<file path="config.mk">
export PLATFORM = sky130hd
export DESIGN_NAME = pwr_mode_ctrl
export DESIGN_NICKNAME = d
export VERILOG_FILES = /design/src/rtl/pmc_pkg.sv /design/src/rtl/pmc_req_check.sv /design/src/rtl/pmc_wake_detect.sv /design/src/rtl/pmc_lock_timer.sv /design/src/rtl/pmc_out_decode.sv /design/src/rtl/pwr_mode_ctrl.sv
export SDC_FILE = /design/constraint.sdc
export NUM_CORES = 1
export LEC_CHECK = 0
export BUFFER_PORTS_ARGS = -buffer_cell sky130_fd_sc_hd__buf_2
export CAP_MARGIN = 20
export CORE_AREA = 10 10 59 80
export DETAILED_ROUTE_END_ITERATION = 8
export DIE_AREA = 0 0 69 90
export HOLD_SLACK_MARGIN = 0.1
export PLACE_DENSITY = 0.68
export SYNTH_ARGS = -nofsm -noshare
export SYNTH_HDL_FRONTEND = slang
export SYNTH_SLANG_ARGS = --single-unit
</file>
<file path="constraint.sdc">
create_clock -name clk -period 7 [get_ports clk]
set_input_delay 0.35 -clock clk [delete_from_list [all_inputs] [get_ports clk]]
set_output_delay 0.35 -clock clk [all_outputs]
set_load 0.01 [all_outputs]
</file>
<file path="src/rtl/pmc_pkg.sv">
package pmc_pkg;

    typedef enum logic [2:0] {
        M_FULL   = 3'd0,
        M_BYPRUN = 3'd1,
        M_HALT   = 3'd2,
        M_DEEP   = 3'd3,
        M_OFF    = 3'd4
    } pmc_mode_e;

    typedef struct packed {
        pmc_mode_e mode;
        logic      byp;
        logic      plloff;
        logic      err;
    } pmc_state_t;

    // PLL running for a given mode and stored PLL-off bit
    function automatic logic pll_on(pmc_mode_e m, logic plloff);
        case (m)
            M_FULL, M_HALT: pll_on = 1'b1;
            M_BYPRUN:       pll_on = ~plloff;
            default:        pll_on = 1'b0;
        endcase
    endfunction

    // PLL output selected as clock source
    function automatic logic pll_src(pmc_mode_e m, logic byp);
        case (m)
            M_FULL:  pll_src = 1'b1;
            M_HALT:  pll_src = ~byp;
            default: pll_src = 1'b0;
        endcase
    endfunction

endpackage

</file>
<file path="src/rtl/pmc_req_check.sv">
module pmc_req_check
    import pmc_pkg::*;
(
    input  pmc_mode_e  cur_mode,
    input  logic [2:0] req_code,
    input  logic       req_plloff,
    input  logic       plloff_q,
    output logic       req_ok
);
    logic code_ok;
    logic want_pll;
    logic off_rule;
    logic lock_rule;

    always_comb begin
        code_ok   = (req_code <= 3'd4);
        want_pll  = (req_code == 3'(M_FULL)) || (req_code == 3'(M_HALT));
        off_rule  = !(req_plloff && (req_code != 3'(M_BYPRUN)));
        lock_rule = !(plloff_q && want_pll);
        req_ok    = code_ok && (cur_mode != M_OFF) && off_rule && lock_rule;
    end

endmodule

</file>
<file path="src/rtl/pmc_wake_detect.sv">
module pmc_wake_detect #(
    parameter int WAKE_W = 4
) (
    input  logic [WAKE_W-1:0] evt,
    input  logic [WAKE_W-1:0] mask,
    output logic              hit
);
    logic [WAKE_W-1:0] qual;

    for (genvar i = 0; i < WAKE_W; i++) begin : g_line
        assign qual[i] = evt[i] & mask[i];
    end

    assign hit = |qual;

endmodule

</file>
<file path="src/rtl/pmc_lock_timer.sv">
module pmc_lock_timer #(
    parameter int LOCK_W = 8
) (
    input  logic              clk,
    input  logic              rst_n,
    input  logic              restart,
    input  logic [LOCK_W-1:0] load_val,
    output logic              locked
);
    localparam logic [LOCK_W-1:0] ONE = {{(LOCK_W-1){1'b0}}, 1'b1};

    logic [LOCK_W-1:0] cnt_d, cnt_q;

    always_comb begin
        cnt_d = cnt_q;
        if (restart) begin
            cnt_d = load_val;
        end else if (cnt_q != '0) begin
            cnt_d = cnt_q - ONE;
        end
    end

    always_ff @(posedge clk or negedge rst_n) begin
        if (!rst_n) begin
            cnt_q <= '0;
        end else begin
            cnt_q <= cnt_d;
        end
    end

    assign locked = (cnt_q == '0);

    a_r12_count_down: assert property (@(posedge clk) disable iff (!rst_n)
        (!restart && cnt_q != '0) |=> (cnt_q == $past(cnt_q) - ONE));

    a_r12_reload: assert property (@(posedge clk) disable iff (!rst_n)
        restart |=> (cnt_q == $past(load_val)));

endmodule

</file>
<file path="src/rtl/pmc_out_decode.sv">
module pmc_out_decode
    import pmc_pkg::*;
(
    input  logic      clk,
    input  logic      rst_n,
    input  pmc_mode_e mode,
    input  logic      byp,
    input  logic      plloff,
    input  logic      locked,
    input  logic      l1_dma_ok,
    output logic      pll_en,
    output logic      pll_bypass,
    output logic      cclk_en,
    output logic      sclk_en,
    output logic      core_pwr_en,
    output logic      dma_l1_permit
);
    logic clk_ready;

    always_comb begin
        clk_ready     = !pll_src(mode, byp) || locked;
        pll_en        = pll_on(mode, plloff);
        pll_bypass    = 1'b1;
        cclk_en       = 1'b0;
        sclk_en       = 1'b0;
        core_pwr_en   = 1'b1;
        dma_l1_permit = 1'b0;
        case (mode)
            M_FULL: begin
                pll_bypass    = 1'b0;
                cclk_en       = clk_ready;
                sclk_en       = clk_ready;
                dma_l1_permit = 1'b1;
            end
            M_BYPRUN: begin
                cclk_en       = 1'b1;
                sclk_en       = 1'b1;
                dma_l1_permit = l1_dma_ok;
            end
            M_HALT: begin
                pll_bypass = byp;
                sclk_en    = clk_ready;
            end
            M_DEEP: begin
            end
            default: begin
                core_pwr_en = 1'b0;
            end
        endcase
    end

    a_r2_full_pll: assert property (@(posedge clk) disable iff (!rst_n)
        (mode == M_FULL) |-> (pll_en && !pll_bypass && core_pwr_en && dma_l1_permit));

    a_r4_halt_core: assert property (@(posedge clk) disable iff (!rst_n)
        (mode == M_HALT) |-> (!cclk_en && pll_en && !dma_l1_permit));

    a_r5_off_power: assert property (@(posedge clk) disable iff (!rst_n)
        (mode == M_OFF) |-> (!core_pwr_en && !pll_en && !sclk_en && !cclk_en));

    a_r12_gate_unlocked: assert property (@(posedge clk) disable iff (!rst_n)
        (!locked && !pll_bypass && pll_en) |-> (!cclk_en && !sclk_en));

endmodule

</file>
<file path="src/rtl/pwr_mode_ctrl.sv">
module pwr_mode_ctrl
    import pmc_pkg::*;
#(
    parameter int WAKE_W = 4,
    parameter int LOCK_W = 8
) (
    input  logic              clk,
    input  logic              rst_n,
    input  logic              cfg_wr,
    input  logic [2:0]        cfg_mode,
    input  logic              cfg_bypass,
    input  logic              cfg_plloff,
    input  logic              err_clr,
    input  logic [LOCK_W-1:0] lock_cnt,
    input  logic [WAKE_W-1:0] wake_evt,
    input  logic [WAKE_W-1:0] wake_mask,
    input  logic              l1_dma_ok,
    output logic              pll_en,
    output logic              pll_bypass,
    output logic              cclk_en,
    output logic              sclk_en,
    output logic              core_pwr_en,
    output logic              dma_l1_permit,
    output logic [2:0]        mode_stat,
    output logic              req_err
);
    pmc_state_t st_d, st_q;
    logic       req_ok;
    logic       wake_hit;
    logic       restart;
    logic       locked;
    logic       stopped;

    pmc_req_check u_chk (
        .cur_mode  (st_q.mode),
        .req_code  (cfg_mode),
        .req_plloff(cfg_plloff),
        .plloff_q  (st_q.plloff),
        .req_ok    (req_ok)
    );

    pmc_wake_detect #(.WAKE_W(WAKE_W)) u_wake (
        .evt (wake_evt),
        .mask(wake_mask),
        .hit (wake_hit)
    );

    always_comb begin
        st_d    = st_q;
        stopped = (st_q.mode == M_HALT) || (st_q.mode == M_DEEP);
        if (err_clr) begin
            st_d.err = 1'b0;
        end
        // a write in the same cycle as a wakeup takes precedence
        if (cfg_wr) begin
            if (req_ok) begin
                st_d.mode   = pmc_mode_e'(cfg_mode);
                st_d.byp    = cfg_bypass;
                st_d.plloff = cfg_plloff;
            end else begin
                st_d.err = 1'b1;
            end
        end else if (stopped && wake_hit) begin
            st_d.mode = st_q.byp ? M_BYPRUN : M_FULL;
        end
        restart = (pll_on(st_d.mode, st_d.plloff) && !pll_on(st_q.mode, st_q.plloff))
               || (pll_src(st_d.mode, st_d.byp) && !pll_src(st_q.mode, st_q.byp));
    end

    always_ff @(posedge clk or negedge rst_n) begin
        if (!rst_n) begin
            st_q <= '{mode: M_FULL, byp: 1'b0, plloff: 1'b0, err: 1'b0};
        end else begin
            st_q <= st_d;
        end
    end

    pmc_lock_timer #(.LOCK_W(LOCK_W)) u_lock (
        .clk     (clk),
        .rst_n   (rst_n),
        .restart (restart),
        .load_val(lock_cnt),
        .locked  (locked)
    );

    pmc_out_decode u_dec (
        .clk          (clk),
        .rst_n        (rst_n),
        .mode         (st_q.mode),
        .byp          (st_q.byp),
        .plloff       (st_q.plloff),
        .locked       (locked),
        .l1_dma_ok    (l1_dma_ok),
        .pll_en       (pll_en),
        .pll_bypass   (pll_bypass),
        .cclk_en      (cclk_en),
        .sclk_en      (sclk_en),
        .core_pwr_en  (core_pwr_en),
        .dma_l1_permit(dma_l1_permit)
    );

    assign mode_stat = st_q.mode;
    assign req_err   = st_q.err;

    a_r7_off_holds: assert property (@(posedge clk) disable iff (!rst_n)
        (st_q.mode == M_OFF) |=> (st_q.mode == M_OFF));

    a_r10_refused_holds: assert property (@(posedge clk) disable iff (!rst_n)
        (cfg_wr && !req_ok) |=> ($stable(st_q.mode) && $stable(st_q.plloff)
                                 && $stable(st_q.byp) && st_q.err));

    a_r11_err_sticky: assert property (@(posedge clk) disable iff (!rst_n)
        (st_q.err && !err_clr) |=> st_q.err);

    a_r6_wake_target: assert property (@(posedge clk) disable iff (!rst_n)
        (!cfg_wr && wake_hit && (st_q.mode == M_HALT || st_q.mode == M_DEEP))
        |=> (st_q.mode == ($past(st_q.byp) ? M_BYPRUN : M_FULL)));

    a_r9_interlock: assert property (@(posedge clk) disable iff (!rst_n)
        st_q.plloff |-> (st_q.mode == M_BYPRUN));

endmodule

</file>
==> results of run 1 <==
cells by family after synthesis:
group,count (synthesis),synth area share [%]
and+or+nand+nor,62,28.54
adders and majority gates,1,0.9978
xor gates and xnor gates,3,2.096
DFF,14,27.94
muxes,8,7.285
AOI/OAI and AO/OA,44,27.94
buffers and inverters,17,5.189
state kept, by name (all words and copies together), names as in the netlist:
name and flops:
u_lock.cnt_q 8, mode_stat 3, st_q 2, req_err 1
cells in the final DEF (no fill, tap or decap), drive strengths merged, types with 2 or more instances in the layout:
cell type | netlist | final
buf | 2 | 36
nand2 | 14 | 14
dfrtp | 14 | 14
nor2 | 9 | 9
inv | 8 | 8
a22oi | 7 | 7
nor3 | 6 | 6
mux2 | 6 | 6
nor4 | 6 | 6
and2 | 4 | 4
or3 | 4 | 4
a21oi | 4 | 4
nand3 | 4 | 4
nor3b | 4 | 4
a2bb2oi | 4 | 4
o311ai | 4 | 4
clkbuf | 7 | 4
a22o | 3 | 3
o31ai | 3 | 3
a211oi | 2 | 2
o22ai | 2 | 2
nand3b | 2 | 2
o21a | 2 | 2
o21ai | 2 | 2
o311a | 2 | 2
nor2b | 2 | 2
mux2i | 2 | 2
xnor2 | 2 | 2
or3b | 2 | 2
how the worst max path moves through the flow:
stage                     slack [ps]         endpoint  cells after the start
final                           4280          sclk_en                      7
after floorplan                 4560  u_lock.cnt_q[1]                      8
after global placement          4410  u_lock.cnt_q[1]                      7
after CTS                       4270          sclk_en                      7
after detailed placement        4360  u_lock.cnt_q[1]                      8
after global routing            4020          sclk_en                      7
through the flow:
step                setup slack, ps  hold WS [ps]  cell area, µm²
finish                         4282         310.8            1516
global route                   4023         339.9            1516
CTS                            4275         307.5            1516
detailed placement             4359         272.1            1451
global placement               4409         266.0            1451
floorplan                      4555         54.41            1254
metal layers:
layer	vias up	routed length, µm	global-route usage [%]
li1	637	-	-
met1	609	1573	12.74
met2	39	1848	19.72
met3	7	197	2.750
met4	0	70	5.892
met5	-	0	0
what timing repair did:
action                    in CTS  in global routing
hold endpoints to repair      14                  0
setup buffers                  0                  0
hold buffers                   1                  0
power by group through the flow:
stage | Sequential [W] | Clock, W | Combinational [W]
floorplan | 0.000156 | 0 | 0.000310
global placement | 0.000177 | 0 | 0.000375
detailed placement | 0.000180 | 0 | 0.000390
CTS | 0.000178 | 0.0000831 | 0.000391
global route | 0.000188 | 0.0000846 | 0.000439
finish | 0.000179 | 0.0000824 | 0.000389
final cells by class:
class                           instances  area (µm²)  area share [%]
Inverter                                8       30.03           1.980
Sequential cell                        14       350.3           23.10
Tap cell                               40       50.05           3.300
Timing Repair Buffer                   37       192.7           12.71
Clock buffer                            4       55.05           3.630
Multi-Input combinational cell        118       838.3           55.28
==> key figures, run 1 <==
Yosys
  • Syn Area/Cell: approximately 8.4 µm²
  • Synth cell count leaders: 14 x dfrtp_1, 14 x nand2_1, 9 x nor2_1, 7 x clkbuf_1, 7 x inv_1
  • Post-synth EDFFs: 0
  • Mapped cell area: ~1300 µm²
  • Most used DFF post-synth: dfrtp_1
  • Yosys warning total: 0
  • Share of flip-flops with an asynchronous set or reset: 100.0%
  • Syn nets: roughly 180
  • Dominant cells by area after synthesis: dfrtp_1 28%, mux2_2 4.5%, nand2_1 4.2%
  • Cells after Synth: 149
  • Yosys top cell area share: 27.94%
  • Area leader, netlist: dfrtp_1
  • Post-synthesis sequential area ratio: 27.94%
  • Count of different cell masters after synthesis: between 50 and 60
  • #FFs+latches synth: 14

Route
  • Routed via count: about 1.3k
  • Initial DRT Pass Iterations: 4
  • Vias per inst: slightly below 6
  • Routed WL: about 3700 µm
  • DRC Markers: 0
  • Avg WL per Cell: around 17 µm
  • Routed Antenna Nets: 0
  • Drt initial violations: 72

Worst setup path
  • R2R depth: 8
  • Reg2reg start: u_lock.cnt_q[0]
  • Worst Path Buf+Inv: 2
  • CP max stage delay: 510 ps
  • R2R setup slack: between 4000 and 5000 ps
  • CP Launch Type: flop
  • CP Class: reg -> out
  • Critical path endpoint category: primary output
  • Slowest cell on the critical path: or4b_4
  • Max Fanout on Critical Path: 10
  • Family with the most delay on the worst path: simple AND/OR/NAND/NOR gates
  • CP arrival: between 2000 and 2500 ps
  • Worst Path Required: around 6700 ps
  • CP startpoint: u_lock.cnt_q[0]
  • Worst-path cell chain: inv_1, ha_1, or4b_4, nor4_4, nor3_1, a211oi_1, buf_2
  • R2r endpoint: u_lock.cnt_q[1]

Cells and area
  • Final cell count without fillers: between 200 and 250
  • Nets: 209
  • Fillers: ~350
  • Fin util: about 46%
  • Share of cells above drive strength 1: between 20% and 30%
  • Ant diodes: 0
  • Layout area overhead: 20.96%

STA
  • Setup TNS: 0 ps
  • Slew Viols, Final: 0
  • Hold Fails Final Rpt: 0
  • RSZ-0062 raised after global routing: false
  • Min Tclk post-route: between 2000 and 3000 ps
  • Final worst-path cycle share: between 30% and 40%
  • Worst-Margin Slew: just under 600 ps
  • F_max: ~0.37 GHz
  • Endpoints failing setup: 0
  • Rel. slew slack: approximately three fifths
  • Fin Clk Skew: 4.501 ps

Die
  • Placement Rows: 25
  • Die Wd: a little under 70 µm
  • Die ar.: approximately 6200 µm²
  • Starting Density: between 30% and 40%
  • IO Count: 36
  • Core area: roughly 3300 µm²
  • Die height: about 90 µm

Global routing
  • Initial antenna violation count: 0
  • First-pass GRT wire length: ~6200 µm
  • GRT Total Usage: 11.52%
  • Vias in the first global route: 1402
  • GRT overflow: 0
  • Largest net degree at the start of global routing: 18

Clocking
  • CTS tree: done
  • CTS clk-pin slew, worst paths: around 60 ps
  • Htree depth: 1
  • Clock buffer depth: 2
  • Clock sinks: 14
  • Clk root buf: clkbuf_8
  • Post-cts repair resize count: 0
  • Cts bufs inserted: 3
  • Clk_lat worst skew: between 200 and 300 ps

Power and ir drop
  • VDD IR max: ~0.22 mV
  • LEAKAGE: ~0.65 nW
  • Logic pwr share: 59.8%
  • P_sw: slightly above 0.0003 W
  • Pwr Density: roughly 430 nW/µm²
  • Internal power: approximately 0.00035 W
  • Clock power frac: between 10% and 20%
  • Power share of the sequential group: between 20% and 30%
  • Overall Power: about 0.00065 W
  • Sw Share: a little under half

Outcome
  • Status: finished, final reports clean

Min path
  • Hold path cells: 2
  • Hold path startpoint: err_clr
  • HP Class: in -> reg
  • Hold Path End: req_err

Run
  • Max-Cap Viols: 0

Place
  • Dpl cells: roughly 220
  • HPWL Detailed: approximately 2900 µm
  • Port Buffer Count: 35
  • Placer Congestion: 0.9225
(Power assumes the default switching activity.)
==> run 2: changes to the inputs <==
- PLACE_DENSITY: 0.68 -> 0.7
- clock period: 7 -> 2.22 ns (I/O delays scaled with it)
==> run 2 against run 1 <==
The flow now finishes with violations (setup timing). Power rose to 3.8 times the previous value. Critical path depth up 1. Core utilization up 8.9 points. Hold slack worse by 180 ps. Setup slack worse by 4300 ps. Critical endpoint unchanged. Largest cell class unchanged. Highest routed layer unchanged.
==> key figures, run 2 (same netlist as run 1, synthesis figures left out) <==
Power and ir drop
  • LEAKAGE: about 0.80 nW
  • Pwr Density: approximately 1400 nW/µm²
  • Overall Power: 0.002466 W
  • VDD IR max: around 0.75 mV

STA
  • F_max: 0.4499 GHz
  • Fin Clk Skew: around 2.1 ps
  • Rel. slew slack: 73.11%
  • Min Tclk post-route: between 2000 and 2500 ps
  • RSZ-0062 raised after global routing: true
  • Final worst-path cycle share: 100.1%
  • Final WS setup: -2.741 ps
  • Slew Viols, Final: 0
  • Endpoints failing setup: 1
  • Worst-Margin Slew: 402.9 ps
  • Hold Fails Final Rpt: 0

Global routing
  • Largest net degree at the start of global routing: 15
  • First-pass GRT wire length: 6472 µm
  • GRT overflow: 0
  • GRT Total Usage: between 10% and 20%
  • Initial antenna violation count: 0
  • Vias in the first global route: 1372

Route
  • Avg WL per Cell: 16.16 µm
  • Initial DRT Pass Iterations: 4
  • Routed Antenna Nets: 0
  • Routed WL: approximately 4000 µm
  • DRC Markers: 0
  • Routed via count: around 1.4k
  • Vias per inst: roughly 5.8
  • Drt initial violations: 67

Cells and area
  • Nets: between 200 and 250
  • Largest reg by FF count: u_lock.cnt_q
  • Most frequent cells in the layout: 35 x buf_2, 23 x buf_4, 14 x nand2_1, 14 x dfrtp_1, 9 x nor2_1
  • Most common cell after layout, fill and taps aside: buf_2
  • Ant diodes: 0
  • Share of cells above drive strength 1: 44.17%
  • Layout area overhead: 44.41%
  • Final cell count without fillers: 246
  • Max reg flops: 8
  • Cell area after layout: roughly 1800 µm²

Min path
  • Hold path cells: 2
  • Hold Path End: st_q[2]
  • HP Class: in -> reg
  • Hold path startpoint: cfg_bypass

Clocking
  • CTS clk-pin slew, worst paths: approximately 60 ps
  • Clock buffer depth: 2
  • Cts bufs inserted: 3
  • CTS tree: done
  • Clk_lat worst skew: between 200 and 300 ps
  • Htree depth: 1
  • Clock sinks: 14
  • Clk root buf: clkbuf_8

Place
  • Dpl cells: ~230
  • Port Buffer Count: 35
  • Placed instance area: between 1500 and 2000 µm²
  • Placer Congestion: roughly 0.87
  • HPWL Detailed: between 2000 and 3000 µm

Die
  • Die Wd: roughly 69 µm
  • IO Count: 36
  • Starting Density: 37.81%
  • Die height: 90 µm
  • Core area: about 3300 µm²
  • Die ar.: ~6200 µm²
  • Placement Rows: 25

Outcome
  • Status: finished with violations
  • Failing checks: setup timing

Worst setup path
  • CP arrival: between 2000 and 2500 ps
  • CP Launch Type: flop
  • Critical path endpoint category: primary output
  • Worst Path Required: ~2100 ps
  • Reg2reg start: u_lock.cnt_q[1]
  • R2R setup slack: ~20 ps
  • CP Class: reg -> out
  • R2R depth: 8
  • Max Fanout on Critical Path: 6
  • R2r endpoint: u_lock.cnt_q[1]

Run
  • Max-Cap Viols: 0
-- run 2: cell count changes in the layout (fill, tap and decap cells not counted), sizes merged --
| cell | before | now |
|---|---|---|
| buf | 36 | 60 |
| dlygate4sd3 | 1 | 2 |
-- run 2: metal layers --
metal / global-route usage (%) / up-vias / routed length, µm
met5: 0 / - / 0
met4: 3.535 / 0 / 23
met3: 2.420 / 2 / 160
met2: 21.33 / 34 / 2077
met1: 13.46 / 696 / 1714
li1: - / 693 / -
-- run 2: final cells by class --
type | count | area (µm²)
timing repair buffer | 62 | 399.1
sequential | 14 | 350.3
clock buffer | 4 | 55.05
tap | 40 | 50.05
fill | 320 | 1505
multi-input combinational | 118 | 925.9
inverter | 8 | 30.03
-- run 2: where the power goes --
group	internal [W]	leakage, nW	total, W	switching [W]
Sequential	0.000378	0.161	0.000515	0.000137
Clock	0.000157	0.0288	0.000253	0.0000958
Combinational	0.000849	0.614	0.00170	0.000850
Total	0.00138	0.804	0.00247	0.00108
-- run 2: how the worst max path moves through the flow --
stage          slack, ps             from  cells past startpoint              end
6_report              -3  u_lock.cnt_q[1]                      8          sclk_en
3_5_place_dp         -70  u_lock.cnt_q[1]                      8  u_lock.cnt_q[1]
2_1_floorplan       -220  u_lock.cnt_q[0]                      8  u_lock.cnt_q[1]
3_3_place_gp           2  u_lock.cnt_q[1]                      8  u_lock.cnt_q[1]
4_1_cts              -10  u_lock.cnt_q[1]                      8          sclk_en
5_1_grt             -100  u_lock.cnt_q[1]                      8          sclk_en
-- run 2: repair_timing --
| item | 4_1_cts | 5_1_grt |
|---|---|---|
| gates resized for setup | 3 | 16 |
| hold endpoints to repair | 15 | 0 |
| setup buffers | 4 | 3 |
| pin swaps | 1 | 3 |
| hold buffers | 2 | 0 |
| setup endpoints to repair | 6 | 10 |
-- run 2: through the flow --
| step | setup slack, ps | setup TNS (ps) | hold WS, ps | utilization, % |
|---|---|---|---|---|
| CTS | -13.16 | -13.16 | 133.7 | 51.77 |
| floorplan | -217.5 | -227.0 | -184.6 | - |
| detailed placement | -69.29 | -182.5 | 30.17 | 48.30 |
| finish | -2.741 | -2.741 | 134.8 | 54.60 |
| global route | -95.78 | -299.0 | 136.7 | 54.60 |
| global placement | 2.296 | 0 | 28.95 | 48.30 |
-- run 2: worst max-delay path, stage by stage (launching register included) --
cell	delay [ps]
dfrtp_1	400
inv_2	90
ha_4	130
or4b_4	480
nor4_4	210
buf_6	180
nor3_2	50
a211oi_1	150
buf_2	170
==> run 3: changes to the inputs <==
- PLACE_DENSITY: 0.7 -> 0.74
- RECOVER_POWER: not set -> 50
==> run 3 against run 2 <==
Critical path type unchanged. Setup slack worse by 61 ps. The flow still finishes with violations (setup timing). Largest power group unchanged. Sequential share of layout area increased by 0.20 points. Register-to-register slack worse by 40 ps. Final cell count down 1.2%. Hold slack got worse by 2.3 ps. Critical endpoint unchanged. Via count fell by 1.1%.
==> key figures, run 3 (same netlist as run 1, synthesis figures left out) <==
Cells and area
  • Max reg flops: 8
  • Most frequent cells in the layout: 33 x buf_2, 19 x buf_4, 14 x nand2_1, 14 x dfrtp_1, 7 x nor2_1
  • Largest reg by FF count: u_lock.cnt_q
  • Share of cells above drive strength 1: 42.36%
  • Ant diodes: 0
  • Cell area after layout: 1792 µm²
  • Nets: between 200 and 250
  • Most common cell after layout, fill and taps aside: buf_2
  • Layout area overhead: 42.91%

Worst setup path
  • CP Class: reg -> out
  • Critical path endpoint: sclk_en
  • R2r endpoint: u_lock.cnt_q[3]
  • Worst Path Required: approximately 2100 ps
  • Worst-path cell chain: inv_2, ha_4, or4b_4, nor4_4, buf_6, nor3_2, a211oi_2, buf_2
  • Slowest cell on the critical path: or4b_4
  • Critical path endpoint category: primary output
  • CP startpoint: u_lock.cnt_q[0]
  • Reg2reg start: u_lock.cnt_q[0]
  • R2R depth: 10
  • R2R setup slack: -20 ps
  • Max Fanout on Critical Path: 3
  • CP Launch Type: flop
  • CP arrival: around 2200 ps
  • CP max stage delay: 490 ps

Global routing
  • Vias in the first global route: roughly 1.5k
  • GRT overflow: 0
  • Largest net degree at the start of global routing: 15
  • Initial antenna violation count: 0
  • GRT Total Usage: between 10% and 20%
  • First-pass GRT wire length: approximately 6600 µm

STA
  • Endpoints failing setup: 3
  • Final worst-path cycle share: 102.9%
  • RSZ-0062 raised after global routing: true
  • Worst-Margin Slew: between 800 and 900 ps
  • F_max: around 0.44 GHz
  • Min Tclk post-route: between 2000 and 2500 ps
  • Final WS setup: -63.73 ps
  • Rel. slew slack: between 40% and 50%
  • Fin Clk Skew: roughly 3.4 ps
  • Slew Viols, Final: 0
  • Hold Fails Final Rpt: 0
  • Setup TNS: -107.8 ps

Clocking
  • Clock buffer depth: 2
  • Clock sinks: 14
  • Clk root buf: clkbuf_8
  • Htree depth: 1
  • CTS clk-pin slew, worst paths: 60 ps
  • Cts bufs inserted: 3
  • Clk_lat worst skew: between 200 and 300 ps
  • CTS tree: done

Power and ir drop
  • Internal power: approximately 0.0014 W
  • Pwr Density: between 1000 and 1500 nW/µm²
  • Logic pwr share: about two thirds
  • Sw Share: 44.13%
  • LEAKAGE: roughly 0.78 nW
  • P_sw: approximately 0.0011 W
  • Power share of the sequential group: between 20% and 30%
  • VDD IR max: ~0.66 mV
  • Clock power frac: between 10% and 20%
  • Overall Power: ~0.0024 W

Die
  • Starting Density: 37.81%
  • Die Wd: about 70 µm
  • Placement Rows: 25
  • Die ar.: 6210 µm²
  • Core area: about 3300 µm²
  • IO Count: 36
  • Die height: roughly 90 µm

Route
  • DRC Markers: 0
  • Vias per inst: between 5 and 6
  • Avg WL per Cell: 16.17 µm
  • Routed via count: between 1k and 1.5k
  • Drt initial violations: 57
  • Initial DRT Pass Iterations: 5
  • Routed Antenna Nets: 0
  • Routed WL: a little under 4000 µm

Place
  • HPWL Detailed: between 2000 and 3000 µm
  • Placer Congestion: slightly above 0.9
  • Port Buffer Count: 35
  • Placed instance area: between 1500 and 2000 µm²
  • Dpl ws: -17.03 ps

Outcome
  • Failing checks: setup timing
  • Status: finished with violations

Min path
  • HP Class: in -> reg

Run
  • Max-Cap Viols: 0
==> run 3: cell types whose count changed in the layout (fill, tap and decap cells not counted), moves of 2 or more <==
cell,previous run,this run
nor2_1,9,7
buf_2,35,33
clkbuf_1,0,2
buf_4,23,19
nor2_2,0,2
==> run 3: how the worst min path moves through the flow <==
stage                     startpoint              end  depth (start not counted)
final                     cfg_bypass          st_q[2]                          2
after global routing      cfg_bypass          st_q[2]                          2
after CTS                 cfg_bypass          st_q[2]                          2
after detailed placement       rst_n  u_lock.cnt_q[6]                          1
after global placement         rst_n  u_lock.cnt_q[6]                          1
after floorplan                rst_n     mode_stat[0]                          0
==> run 3: power groups by stage <==
stage	logic, W	clock network (W)	registers [W]
floorplan	0.00100	0	0.000492
finish	0.00168	0.000255	0.000513
CTS	0.00157	0.000263	0.000504
global placement	0.00149	0	0.000494
global route	0.00186	0.000276	0.000527
detailed placement	0.00152	0	0.000498
==> run 3: critical path: cells and delay by family, from the launching register on <==
kind	cells	cell delay (ps)
buf+inv	3	410
compound gates	1	200
flops	1	400
simple gates	3	770
fa+ha+maj	1	130
==> run 3: per-layer routing <==
| layer | up-vias | wire length, µm | track usage (%) |
|---|---|---|---|
| li1 | 684 | - | - |
| met1 | 670 | 1615 | 13.32 |
| met2 | 52 | 2030 | 21.18 |
| met3 | 4 | 227 | 2.640 |
| met4 | 0 | 56 | 7.239 |
| met5 | - | 0 | 0 |
==> run 3: final cells by class <==
type	instances	area (µm²)
flip-flops and latches	14	350.3
multi-input cells	118	919.6
fillers	317	1524
repair buffers	59	386.6
inverters	8	30.03
well taps	40	50.05
clock buffers	4	55.05
==> run 3: what timing repair did <==
item / in CTS / in global routing
resized for setup: 6 / 13
hold endpoints to repair: 15 / 0
endpoints found under the setup margin: 5 / 10
buffers inserted: 2 / 0
hold buffers: 2 / 0
pin swaps: 4 / 6
==> run 3: stage by stage <==
step                instances  util (%)  hold slack, ps
finish                    243     54.04           132.5
global placement          235     48.75           25.84
floorplan                 149         -          -184.6
detailed placement        235     48.75           30.24
global route              243     54.04           143.0
CTS                       243     52.60           126.2
